`src/rtl/freerun_timer.sv`:
```
module freerun_timer #(
  parameter int CNT_W    = 16,
  parameter int DIV0_LOG = 3,
  parameter int DIV1_LOG = 5,
  parameter int DIV2_LOG = 7
) (
  input  logic        clk,
  input  logic        rst_n,
  input  logic [1:0]  bus_addr,
  input  logic        bus_wen,
  input  logic [3:0]  bus_be,
  input  logic [31:0] bus_wdata,
  output logic [31:0] bus_rdata,
  input  logic        ext_clk,
  input  logic        cap_in,
  output logic        irq,
  output logic [1:0]  vec_class
);
  localparam int PRE_W = DIV2_LOG;
  localparam logic [PRE_W-1:0] M0 = PRE_W'((1 << DIV0_LOG) - 1);
  localparam logic [PRE_W-1:0] M1 = PRE_W'((1 << DIV1_LOG) - 1);
  localparam logic [PRE_W-1:0] M2 = PRE_W'((1 << DIV2_LOG) - 1);

  logic [1:0]       rate;
  logic             cmp_pick, clr_on_a, rise_sel;
  logic [3:0]       en;
  logic [3:0]       flags;
  logic [CNT_W-1:0] cnt, cmp_a, cmp_b, cap_val;
  logic [PRE_W-1:0] pre;
  logic [2:0]       ext_s, cap_s;

  logic wr_ctl, wr_st, wr_cnt, wr_cmp, cnt_load;
  logic tick, evt, hit_a, hit_b, hit_ovf, cap_hit;
  logic [15:0]      lane16;
  logic [CNT_W-1:0] lane_m;
  logic [3:0]       hw_set, kept;
  logic [3:0]       pend;

  wire unused_bits = ^{bus_wdata[31:16], bus_be[3:2], lane16};

  assign wr_ctl   = bus_wen && bus_addr == 2'd0;
  assign wr_st    = bus_wen && bus_addr == 2'd1 && bus_be[0];
  assign wr_cnt   = bus_wen && bus_addr == 2'd2;
  assign wr_cmp   = bus_wen && bus_addr == 2'd3;
  assign cnt_load = wr_cnt && (bus_be[0] || bus_be[1]);

  assign lane16 = {{8{bus_be[1]}}, {8{bus_be[0]}}};
  assign lane_m = lane16[CNT_W-1:0];

  always_comb begin
    case (rate)
      2'd0:    tick = (pre & M0) == M0;
      2'd1:    tick = (pre & M1) == M1;
      2'd2:    tick = (pre & M2) == M2;
      default: tick = ext_s[1] && !ext_s[2];
    endcase
  end

  assign evt     = tick && !cnt_load;
  assign hit_a   = evt && cnt == cmp_a;
  assign hit_b   = evt && cnt == cmp_b;
  assign hit_ovf = evt && (&cnt) && !(hit_a && clr_on_a);
  assign cap_hit = rise_sel ? (cap_s[1] && !cap_s[2]) : (!cap_s[1] && cap_s[2]);
  assign hw_set  = {hit_ovf, hit_b, hit_a, cap_hit};
  assign kept    = wr_st ? (flags & bus_wdata[3:0]) : flags;

  always_ff @(posedge clk) begin
    if (!rst_n) begin
      pre   <= '0;
      ext_s <= '0;
      cap_s <= '0;
    end else begin
      pre   <= pre + 1'b1;
      ext_s <= {ext_s[1:0], ext_clk};
      cap_s <= {cap_s[1:0], cap_in};
    end
  end

  always_ff @(posedge clk) begin
    if (!rst_n) begin
      rate     <= '0;
      cmp_pick <= 1'b0;
      clr_on_a <= 1'b0;
      rise_sel <= 1'b0;
      en       <= '0;
    end else if (wr_ctl) begin
      if (bus_be[0]) begin
        rate     <= bus_wdata[1:0];
        cmp_pick <= bus_wdata[2];
        clr_on_a <= bus_wdata[3];
        rise_sel <= bus_wdata[4];
      end
      if (bus_be[1]) en <= bus_wdata[11:8];
    end
  end

  always_ff @(posedge clk) begin
    if (!rst_n) begin
      cnt <= '0;
    end else if (cnt_load) begin
      cnt <= (cnt & ~lane_m) | (bus_wdata[CNT_W-1:0] & lane_m);
    end else if (hit_a && clr_on_a) begin
      cnt <= '0;
    end else if (evt) begin
      cnt <= cnt + 1'b1;
    end
  end

  always_ff @(posedge clk) begin
    if (!rst_n) begin
      cmp_a <= '0;
      cmp_b <= '0;
    end else if (wr_cmp) begin
      if (cmp_pick) cmp_b <= (cmp_b & ~lane_m) | (bus_wdata[CNT_W-1:0] & lane_m);
      else          cmp_a <= (cmp_a & ~lane_m) | (bus_wdata[CNT_W-1:0] & lane_m);
    end
  end

  always_ff @(posedge clk) begin
    if (!rst_n) begin
      flags   <= '0;
      cap_val <= '0;
    end else begin
      flags <= kept | hw_set;
      if (cap_hit) cap_val <= cnt;
    end
  end

  assign pend = flags & en;
  assign irq  = |pend;

  always_comb begin
    if (pend[0])                vec_class = 2'd1;
    else if (pend[1] || pend[2]) vec_class = 2'd2;
    else if (pend[3])           vec_class = 2'd3;
    else                        vec_class = 2'd0;
  end

  always_comb begin
    case (bus_addr)
      2'd0:    bus_rdata = {20'b0, en, 3'b0, rise_sel, clr_on_a, cmp_pick, rate};
      2'd1:    bus_rdata = {28'b0, flags};
      2'd2:    bus_rdata = 32'(cnt);
      default: bus_rdata = {16'(cap_val), 16'(cmp_pick ? cmp_b : cmp_a)};
    endcase
  end
endmodule

```
`config.mk`:
```
export PLATFORM = sky130hd
export DESIGN_NAME = freerun_timer
export DESIGN_NICKNAME = d
export VERILOG_FILES = /design/src/rtl/freerun_timer.sv
export SDC_FILE = /design/constraint.sdc
export NUM_CORES = 1
export LEC_CHECK = 0
export BUFFER_PORTS_ARGS = -buffer_cell sky130_fd_sc_hd__clkbuf_2
export CORE_ASPECT_RATIO = 0.8
export CORE_UTILIZATION = 33
export DETAILED_ROUTE_END_ITERATION = 8
export PLACE_DENSITY_LB_ADDON = 0.2
export RECOVER_POWER = 25
export SLEW_MARGIN = 20
export SYNTH_ARGS = -nofsm -noshare
export SYNTH_HDL_FRONTEND = slang
export SYNTH_SLANG_ARGS = --single-unit
```
`constraint.sdc`:
```
create_clock -name clk -period 2.3 [get_ports clk]
set_clock_uncertainty 0.1 [all_clocks]
set_input_delay 0.46 -clock clk [delete_from_list [all_inputs] [get_ports clk]]
set_output_delay 0.46 -clock clk [all_outputs]
set_load 0.01 [all_outputs]
```
Word level (Yosys, flattened, before mapping):

Cells that the tools add are included.

* input port bits: 43
* register bits after elaboration: 90
* word-level logic and storage cells: 79

* muxes and demuxes: 11
* add/sub/neg operators: 2
* eq/ne operators: 10
* reductions and logical operators: 31
* bitwise logic cells: 12

Operators by type and width (count)
* one-hot mux 32 bit (3 select lines): 1
* bitwise AND 16 bit: 4
* 2-to-1 mux 16 bit: 4
* bitwise OR 16 bit: 3
* == test 16 bit: 2
* adder 16 x 1 -> 16 bit (second input constant): 1
* NOT 16 bit: 1
* AND reduction 16 bit: 1
* logical AND 1 bit: 15
* bitwise AND 4 bit: 2
* AND reduction 2 bit: 4
* adder 7 x 1 -> 7 bit (second input constant): 1
* == test 7 bit (second input constant): 1
* == test 2 bit (second input constant): 3
* 2-to-1 mux 2 bit: 3
* == test 5 bit (second input constant): 1
* logical NOT 1 bit: 5
* == test 2 x 1 -> 1 bit (second input constant): 2
* logical NOT 2 bit: 2
* 2-to-1 mux 4 bit: 1
* bitwise OR 4 bit: 1
* OR reduction 4 bit: 1
* == test 3 bit (second input constant): 1
* one-hot mux 1 bit (3 select lines): 1
* 4 further kinds: 5

Logic depth before layout (Yosys ltp):

Gate-level depths: netlist of run 1.

* depth after elaboration: 10
* gate-level depth with buffers: 10

Worst setup path before layout of run 1:

OpenSTA, ideal clock, no wires.

* path kind: register to register
* start: register pre[0]
* end: register (tool-made name)
* cell stages (with the launch flop): 11
* setup slack: 0.171 ns
* setup time: 0.067 ns
* arrival: 1.962 ns
* period minus slack after synthesis: 2.129 ns
* path through: dfxtp_1 ha_1 and3_4 ha_1 nand2b_1 nand3_1 and2_4 and3_1 buf_6 or3_4 a21oi_2

RTL lines
* start: declaration: RTL line 29 `logic [PRE_W-1:0] pre;`
* start signal: assignment: RTL line 73 `pre <= pre + 1'b1;`

Worst setup path in the final report of run 1:

* start: register cmp_pick
* end: output bus_rdata[3]

* cells in the longest elaborated chain, start to end: 2

RTL lines
* start: declaration: RTL line 25 `logic cmp_pick, clr_on_a, rise_sel;`
* start signal: assignment: RTL line 89 `cmp_pick <= bus_wdata[2];`
* 2-to-1 mux 16 bit: RTL line 144 `default: bus_rdata = {16'(cap_val), 16'(cmp_pick ? cmp_b : cmp_a)};`
* one-hot mux 32 bit (3 select lines): RTL line 140 `case (bus_addr)`
* end: declaration: RTL line 13 `output logic [31:0] bus_rdata,`

Every way passes these cells.

==> results_dict.tcl, run 1 <==
set metrics [dict create \
    start_util 0.338 \
    grt_start_max_net_pins 50 \
    comb_power_share 0.135 \
    fp.dieW_um 137 \
    cts_htree_levels 3 \
    final_common_cell "dfxtp_1" \
    yosysSeqAreaShare 0.374 \
    finalCriticalPeriod_ns 2.31 \
    hold_viol 0 \
    crit_type "reg2out" \
    synth.area.top_cells "dfxtp_1 (37%), mux2i_1 (13%), nor2_1 (6.1%)" \
    antenna_cells 0 \
    hold_buffers 0 \
    p_per_area_nw_per_um2 613 \
    synth_top_area_share 0.374 \
    critPathLaunchType "flip-flop" \
    grt_usage 0.212 \
    synth_seq_cells 90 \
    cap_viol_max_count 0 \
    cts_buffers 9 \
    leakage_nw 2.53 \
    postRouteAntennaNets 0 \
    crit_required_ns 1.74 \
    ff2ff_path_depth 11 \
    drive_above_1_share 0.250 \
    die_height_um 110 \
    drc 0 \
    final_cell_mix "dfxtp_1 (89), nor2_1 (78), mux2i_1 (61)" \
    setup_viol 1 \
    syn_avg_cell_area_sq_um 8.72 \
    status "finished, violations left" \
    crit_fanout 6 \
    clk_pin_slew_ns 0.06 \
    p_clk_frac 0.411 \
    syn_inst 553 \
    final_util 0.414 \
    seqPwrFrac 0.454 \
    violations "negative setup slack" \
    cts_sinks 90 \
    dp_hpwl_mm 11.1 \
    via_per_inst 5.30 \
    peakVddDrop_mv 0.453 \
    cp-end-kind "primary output" \
    synth-async-reset-ratio 0 \
    hold_class "in2reg" \
    regArea_sq_um 1810 \
    portBuffers 59 \
    worstHoldPathCells 2 \
    tightest_slew_ns 0.706 \
    root_buffer "clkbuf_16" \
    nFillCells 1471 \
    synth-edff-count 0 \
    p_sw_w 0.000943 \
    place.gp.congestion 0.844 \
    slew_headroom 0.529 \
    drt-total-wl_mm 15.1 \
    synth_fp_nets 600 \
    syn2layout_area_growth_pct 22.5 \
    rows 39 \
    cts_tree "done" \
    intPower_w 0.00268 \
    routedWlPerCell_um 18.4 \
    synth_area_sq_um 4820 \
    fmax_mhz 433 \
    drt_iter0_markers 403 \
    ys_warn_count 0 \
    ioPinCount 78 \
    vias 4349 \
    grt_pass1_vias 4264 \
    placed_cells 802 \
    layoutNonFillerInstCount 820 \
    tns_ns -0.0118 \
    synth-main-ff-cell "dfxtp_1" \
    grt_first_pass_wirelength_mm 23.8 \
    nets 678 \
    multi_input_area_sq_um 2840 \
    clk_path_buf_depth 2 \
    setup_ws_ns -0.0118 \
    yosys.area.top_type "dfxtp_1" \
    overflow 0 \
    antenna_found_initial 0 \
    drv_slew 0 \
    ys_types 58 \
    firstDrtPassIters 5 \
    rsz0062_at_grt "true" \
    dieArea_sq_um 15100 \
    core_sq_um 14200 \
    min_period_over_period 1.01 \
    arrival_ns 1.75 \
    clk_latency_ns 0.35 \
    p_sw_frac 0.260 \
]
worst paths after layout:
check	from	end	slack, ns
min reg2reg	cap_s[0]	cap_s[1]	0.34
max	cmp_pick	bus_rdata[3]	-0.01
min	cap_in	cap_s[0]	0.22
max reg2reg	pre[0]	flip-flop	0.11
per-layer routing:
| metal | routed length, um | GRT usage | share of wire | vias to the layer above |
|---|---|---|---|---|
| met4 | 191 | 0.0557 | 0.013 | 0 |
| met2 | 6830 | 0.345 | 0.45 | 126 |
| met5 | 0 | 0 | 0 | - |
| met1 | 7220 | 0.289 | 0.48 | 2097 |
| li1 | - | - | - | 2110 |
| met3 | 841 | 0.0398 | 0.056 | 16 |
cells by family after synthesis:
family / Yosys count / share of synthesized area
compound gates: 90 / 0.128
xor+xnor: 36 / 0.0654
fa+ha+maj: 4 / 0.0104
buf+inv: 49 / 0.0462
flops: 90 / 0.374
mux: 69 / 0.155
simple gates: 215 / 0.222
metrics by stage:
step                      instance area [sq um]  hold WS [ns]  setup slack, ns  power [W]
final                                      5900         0.221          -0.0118    0.00362
after global routing                       5900         0.213          -0.0333    0.00377
after CTS                                  5860         0.216          0.00319    0.00366
after detailed placement                   5550         0.331         -0.00754    0.00216
after global placement                     5550         0.331         -0.00649    0.00215
after floorplan                            4820         0.312            0.171    0.00195
synth_stat cells (3+ instances only):
library cell	instances
a21oi_1	30
a22o_1	6
a22oi_1	8
a31oi_1	3
and2_1	11
and3_1	21
buf_1	3
buf_2	16
clkbuf_1	20
clkbuf_2	3
dfxtp_1	90
ha_1	4
inv_1	4
mux2_2	4
mux2i_1	61
mux4_2	4
nand2_1	38
nand2b_1	4
nand3_1	21
nand4_1	13
nor2_1	78
nor3_1	3
nor4_1	4
o211a_1	8
o21a_1	4
o21ai_0	13
o221a_2	3
or2_2	4
xnor2_1	33
xor2_1	3
worst max-delay path, cell delays in order, from the launching register on:
cell and delay (ns):
dfxtp_4 0.39, mux2_2 0.34, mux4_2 0.52, clkbuf_2 0.15
cell type report:
class | instances | share of cell area
tap | 184 | 0.0390
clock inverter | 5 | 0.00911
timing repair buffer | 112 | 0.122
inverter | 4 | 0.00254
sequential | 90 | 0.306
clock buffer | 11 | 0.0411
multi-input combinational | 414 | 0.481
power groups by stage:
stage          clock network (W)  logic (W)  registers, W
5_1_grt                  0.00159   0.000533       0.00165
4_1_cts                  0.00153   0.000483       0.00164
6_report                 0.00149   0.000489       0.00164
2_1_floorplan                  0   0.000299       0.00165
3_3_place_gp                   0   0.000475       0.00168
3_5_place_dp                   0   0.000479       0.00168
timing repair:
item | in CTS | in global routing
resized for setup | 4 | 11
setup endpoints to repair | 17 | 17
gates cloned | 0 | 0
pin swaps | 0 | 1
setup buffers | 1 | 1
Power figures use the tool's default switching activity.
==> run 2, diff against run 1 <==
CELL_PAD_IN_SITES_DETAIL_PLACEMENT = 1   (was unset)
CELL_PAD_IN_SITES_GLOBAL_PLACEMENT = 1   (was unset)
SKIP_CTS_REPAIR_TIMING = 1   (was unset)
==> run 2 against run 1 <==
Effect of this change: the flow finishes with violations (design-rule violations); sequential power about the same; utilization shrank 0.45 points; cell area decreased by 1.1%; via count grew 0.53%; wire length grew 6.1%; sequential share of layout area rose by 0.38 points; die area is the same; maximum frequency increased by 0.68%.
==> results_dict.tcl, run 2 (synthesis gave the netlist of run 1 again) <==
set metrics [dict create \
    status "finished, violations left" \
    violations "design-rule violations" \
    setup_viol 0 \
    tightest_slew_ns 0.797 \
    finalCriticalPeriod_ns 2.30 \
    slew_headroom 0.468 \
    drv_slew 0 \
    peakVddDrop_mv 0.359 \
    intPower_w 0.00257 \
    drc 2 \
    min_period_over_period 0.998 \
    p_sw_frac 0.270 \
    whs_ns 0.219 \
    wl_met1_mm 7.57 \
    die_height_um 110 \
    postRouteAntennaNets 0 \
    clk_pin_slew_ns 0.06 \
    drt-total-wl_mm 16.0 \
    dieArea_sq_um 15100 \
    routedWlPerCell_um 19.7 \
    cts_sinks 90 \
    p_per_area_nw_per_um2 603 \
    drt_iter0_markers 199 \
    wl_met2_mm 7.49 \
    cts_htree_levels 3 \
    crit_fanout 6 \
    arrival_ns 1.74 \
    rows 39 \
    dr.max_layer_used "met4" \
    worstHoldPathCells 2 \
    ioPinCount 78 \
    seqPwrFrac 0.467 \
    leakage_nw 2.49 \
    r2r_slack_ns 0.07 \
    via_per_inst 5.38 \
    crit_required_ns 1.74 \
    dp_hpwl_mm 12.2 \
    clk_path_buf_depth 2 \
    nets 671 \
    hold_end "ext_s[0]" \
    cap_viol_max_count 0 \
    drive_above_1_share 0.238 \
    crit_type "reg2out" \
    place.gp.congestion 0.860 \
    final_cell_mix "dfxtp_1 (87), nor2_1 (78), mux2i_1 (61)" \
    fmax_mhz 436 \
    hold_viol 0 \
    critPathLaunchType "flip-flop" \
    rsz0062_at_grt "true" \
    tns_ns 0 \
    vias 4372 \
    syn2layout_area_growth_pct 21.2 \
    hold_class "in2reg" \
    antenna_found_initial 0 \
    cts_buffers 9 \
    grt_start_max_net_pins 50 \
    grt_usage 0.223 \
    ff2ff_path_depth 8 \
    grt_first_pass_wirelength_mm 24.8 \
    core_sq_um 14200 \
    cp-end-kind "primary output" \
    comb_power_share 0.138 \
    root_buffer "clkbuf_16" \
    overflow 0 \
    clk_latency_ns 0.36 \
    fp.dieW_um 137 \
    total_power_w 0.00352 \
    antenna_cells 0 \
    r2r-start "pre[0]" \
    final_common_cell "dfxtp_1" \
    min_from "ext_clk" \
    p_clk_frac 0.395 \
    grt_pass1_vias 4485 \
    cts_tree "done" \
    firstDrtPassIters 7 \
    start_util 0.338 \
    wl_met3_um 681 \
    p_sw_w 0.000952 \
    portBuffers 59 \
]
## run 2: per-stage QoR
step / worst slack, ns / instance area [sq um] / utilization / std cells
2_1_floorplan: 0.171 / 4820 / - / 553
3_3_place_gp: -0.00408 / 5510 / 0.387 / 797
3_5_place_dp: -0.0330 / 5520 / 0.387 / 797
6_report: 0.00387 / 5840 / 0.410 / 813
4_1_cts: -0.187 / 5790 / 0.407 / 813
5_1_grt: -0.0377 / 5840 / 0.410 / 813
## run 2: worst max-delay path by stage
stage / startpoint / end / slack, ns / cells past startpoint
2_1_floorplan: pre[0] / flip-flop / 0.17 / 10
3_3_place_gp: pre[0] / flip-flop / -0.004 / 9
3_5_place_dp: pre[0] / flip-flop / -0.03 / 9
4_1_cts: cmp_pick / bus_rdata[10] / -0.19 / 5
5_1_grt: pre[0] / flip-flop / -0.04 / 10
6_report: cmp_pick / bus_rdata[3] / 0.004 / 3
## run 2: cell type report
class / instances / area, sq um
clock inverter: 4 / 27.5
multi-input combinational: 414 / 2840
timing repair buffer: 105 / 678
tap: 184 / 230
sequential: 90 / 1810
inverter: 4 / 15.0
clock buffer: 12 / 246
fill: 1715 / 8410
## run 2: worst max-delay path, stage by stage (launching register included)
cell and delay (ns):
dfxtp_4 0.42, mux2_4 0.31, mux4_2 0.50, buf_6 0.14
## run 2: layer usage
layer | track usage | up-vias
met2 | 0.363 | 79
met1 | 0.294 | 2182
met3 | 0.0448 | 20
li1 | - | 2091
met5 | 0 | -
met4 | 0.0730 | 0
## run 2: power groups by stage
stage | Combinational (W) | Clock [W] | Sequential, W
after floorplan | 0.000299 | 0 | 0.00165
after global placement | 0.000475 | 0 | 0.00168
after detailed placement | 0.000484 | 0 | 0.00168
after CTS | 0.000486 | 0.00145 | 0.00164
after global routing | 0.000527 | 0.00150 | 0.00165
final | 0.000486 | 0.00139 | 0.00164
==> run 3, diff against run 2 <==
SETUP_SLACK_MARGIN = 0.05   (was unset)
==> run 3 against run 2 <==
Effect of this change: the run still ends with design-rule violations left; combinational power up 2%; cell count unchanged; first-iteration DRC count up 5.0%; die area unchanged; non-clock buffer count unchanged; total power up 0.19%; sequential share of layout area down 0.12 points; register-to-register slack better by 0.02 ns; critical path depth unchanged; utilization up 0.21 points; flip-flop and latch count unchanged; sequential power about the same; critical path type unchanged; largest cell class unchanged.
==> results_dict.tcl, run 3 (synthesis gave the netlist of run 1 again) <==
set metrics [dict create \
    status "finished, violations left" \
    violations "design-rule violations" \
    comb_power_share 0.141 \
    vias 4380 \
    hold_class "in2reg" \
    regArea_sq_um 1810 \
    crit_chain "mux2_4 > mux4_2 > buf_6" \
    drt-total-wl_mm 16.0 \
    crit_slowest_cell "mux4_2" \
    p_clk_frac 0.392 \
    tightest_slew_ns 0.788 \
    critPathLaunchType "flip-flop" \
    p_sw_w 0.000953 \
    cts_sinks 90 \
    start_util 0.338 \
    dieArea_sq_um 15100 \
    multi_input_area_sq_um 2860 \
    cp-end-kind "primary output" \
    min_period_over_period 0.996 \
    drc 2 \
    layoutNonFillerInstCount 813 \
    die_height_um 110 \
    slew_headroom 0.475 \
    grt_pass1_vias 4485 \
    placed_cells 797 \
    antenna_found_initial 0 \
    seqPwrFrac 0.466 \
    portBuffers 59 \
    fmax_mhz 436 \
    clk_pin_slew_ns 0.06 \
    drt_iter0_markers 209 \
    crit_path_max_incr_delay_ns 0.50 \
    cts_tree "done" \
    peakVddDrop_mv 0.353 \
    cts_buffers 9 \
    p_per_area_nw_per_um2 601 \
    final_cell_mix "dfxtp_1 (85), nor2_1 (78), mux2i_1 (61)" \
    final_common_cell "dfxtp_1" \
    setup_viol 0 \
    antenna_cells 0 \
    syn2layout_area_growth_pct 21.8 \
    firstDrtPassIters 6 \
    intPower_w 0.00257 \
    clk_path_buf_depth 2 \
    hold_viol 0 \
    crit_required_ns 1.74 \
    crit_type "reg2out" \
    rsz0062_at_grt "true" \
    leakage_nw 2.49 \
    placed_area_sq_um 5520 \
    routedWlPerCell_um 19.7 \
    arrival_ns 1.73 \
    grt_first_pass_wirelength_mm 24.8 \
    dp_hpwl_mm 12.2 \
    setup_ws_ns 0.00808 \
    p_sw_frac 0.270 \
    postRouteAntennaNets 0 \
    cap_viol_max_count 0 \
    nFillCells 1713 \
    drv_slew 0 \
    rows 39 \
    cts_htree_levels 3 \
    preCtsSetupSlack_ns -0.0330 \
    place.gp.congestion 0.860 \
    nets 671 \
    finalCriticalPeriod_ns 2.29 \
    overflow 0 \
    ioPinCount 78 \
    crit_fanout 6 \
    drive_above_1_share 0.245 \
    root_buffer "clkbuf_16" \
    grt_start_max_net_pins 50 \
    core_sq_um 14200 \
    via_per_inst 5.39 \
    postLayoutCellArea_sq_um 5870 \
    grt_usage 0.223 \
    clk_latency_ns 0.35 \
    fp.dieW_um 137 \
]
run 3: layout make-up:
| type | instances | share of cell area |
|---|---|---|
| Clock buffer | 12 | 0.0420 |
| Multi-Input combinational cell | 414 | 0.488 |
| Inverter | 4 | 0.00256 |
| Clock inverter | 4 | 0.00469 |
| Sequential cell | 90 | 0.308 |
| Timing Repair Buffer | 105 | 0.116 |
| Tap cell | 184 | 0.0392 |
run 3: metal layers:
metal  share of wire  GRT usage
met3           0.047     0.0448
met1            0.47      0.294
met5               0          0
met2            0.47      0.363
met4           0.017     0.0730
run 3: power groups by stage:
| stage | Sequential [W] | Clock [W] | Combinational, W |
|---|---|---|---|
| after global routing | 0.00165 | 0.00150 | 0.000540 |
| after floorplan | 0.00165 | 0 | 0.000299 |
| final | 0.00165 | 0.00138 | 0.000498 |
| after global placement | 0.00168 | 0 | 0.000475 |
| after detailed placement | 0.00168 | 0 | 0.000484 |
| after CTS | 0.00164 | 0.00145 | 0.000486 |
run 3: worst paths after layout:
path | startpoint | end | slack [ns] | cells after the start
min | ext_clk | ext_s[0] | 0.22 | 2
min reg2reg | ext_s[0] | ext_s[1] | 0.35 | 1
max | cmp_pick | bus_rdata[3] | 0.008 | 3
max reg2reg | pre[1] | flip-flop | 0.09 | 8
run 3: per-stage QoR:
stage	TNS (ns)	hold slack, ns	util	power [W]
after floorplan	0	0.312	-	0.00195
after global placement	-0.00408	0.328	0.387	0.00215
after detailed placement	-0.0330	0.333	0.387	0.00216
after CTS	-1.75	0.209	0.407	0.00358
after global routing	-0.186	0.217	0.412	0.00369
final	0	0.220	0.412	0.00353
run 3: worst max-delay path, delay by kind of cell, from the launching register on:
kind	cells	cell delay (ns)
multiplexers	2	0.81
flip-flops	1	0.42
buffers and inverters	1	0.14
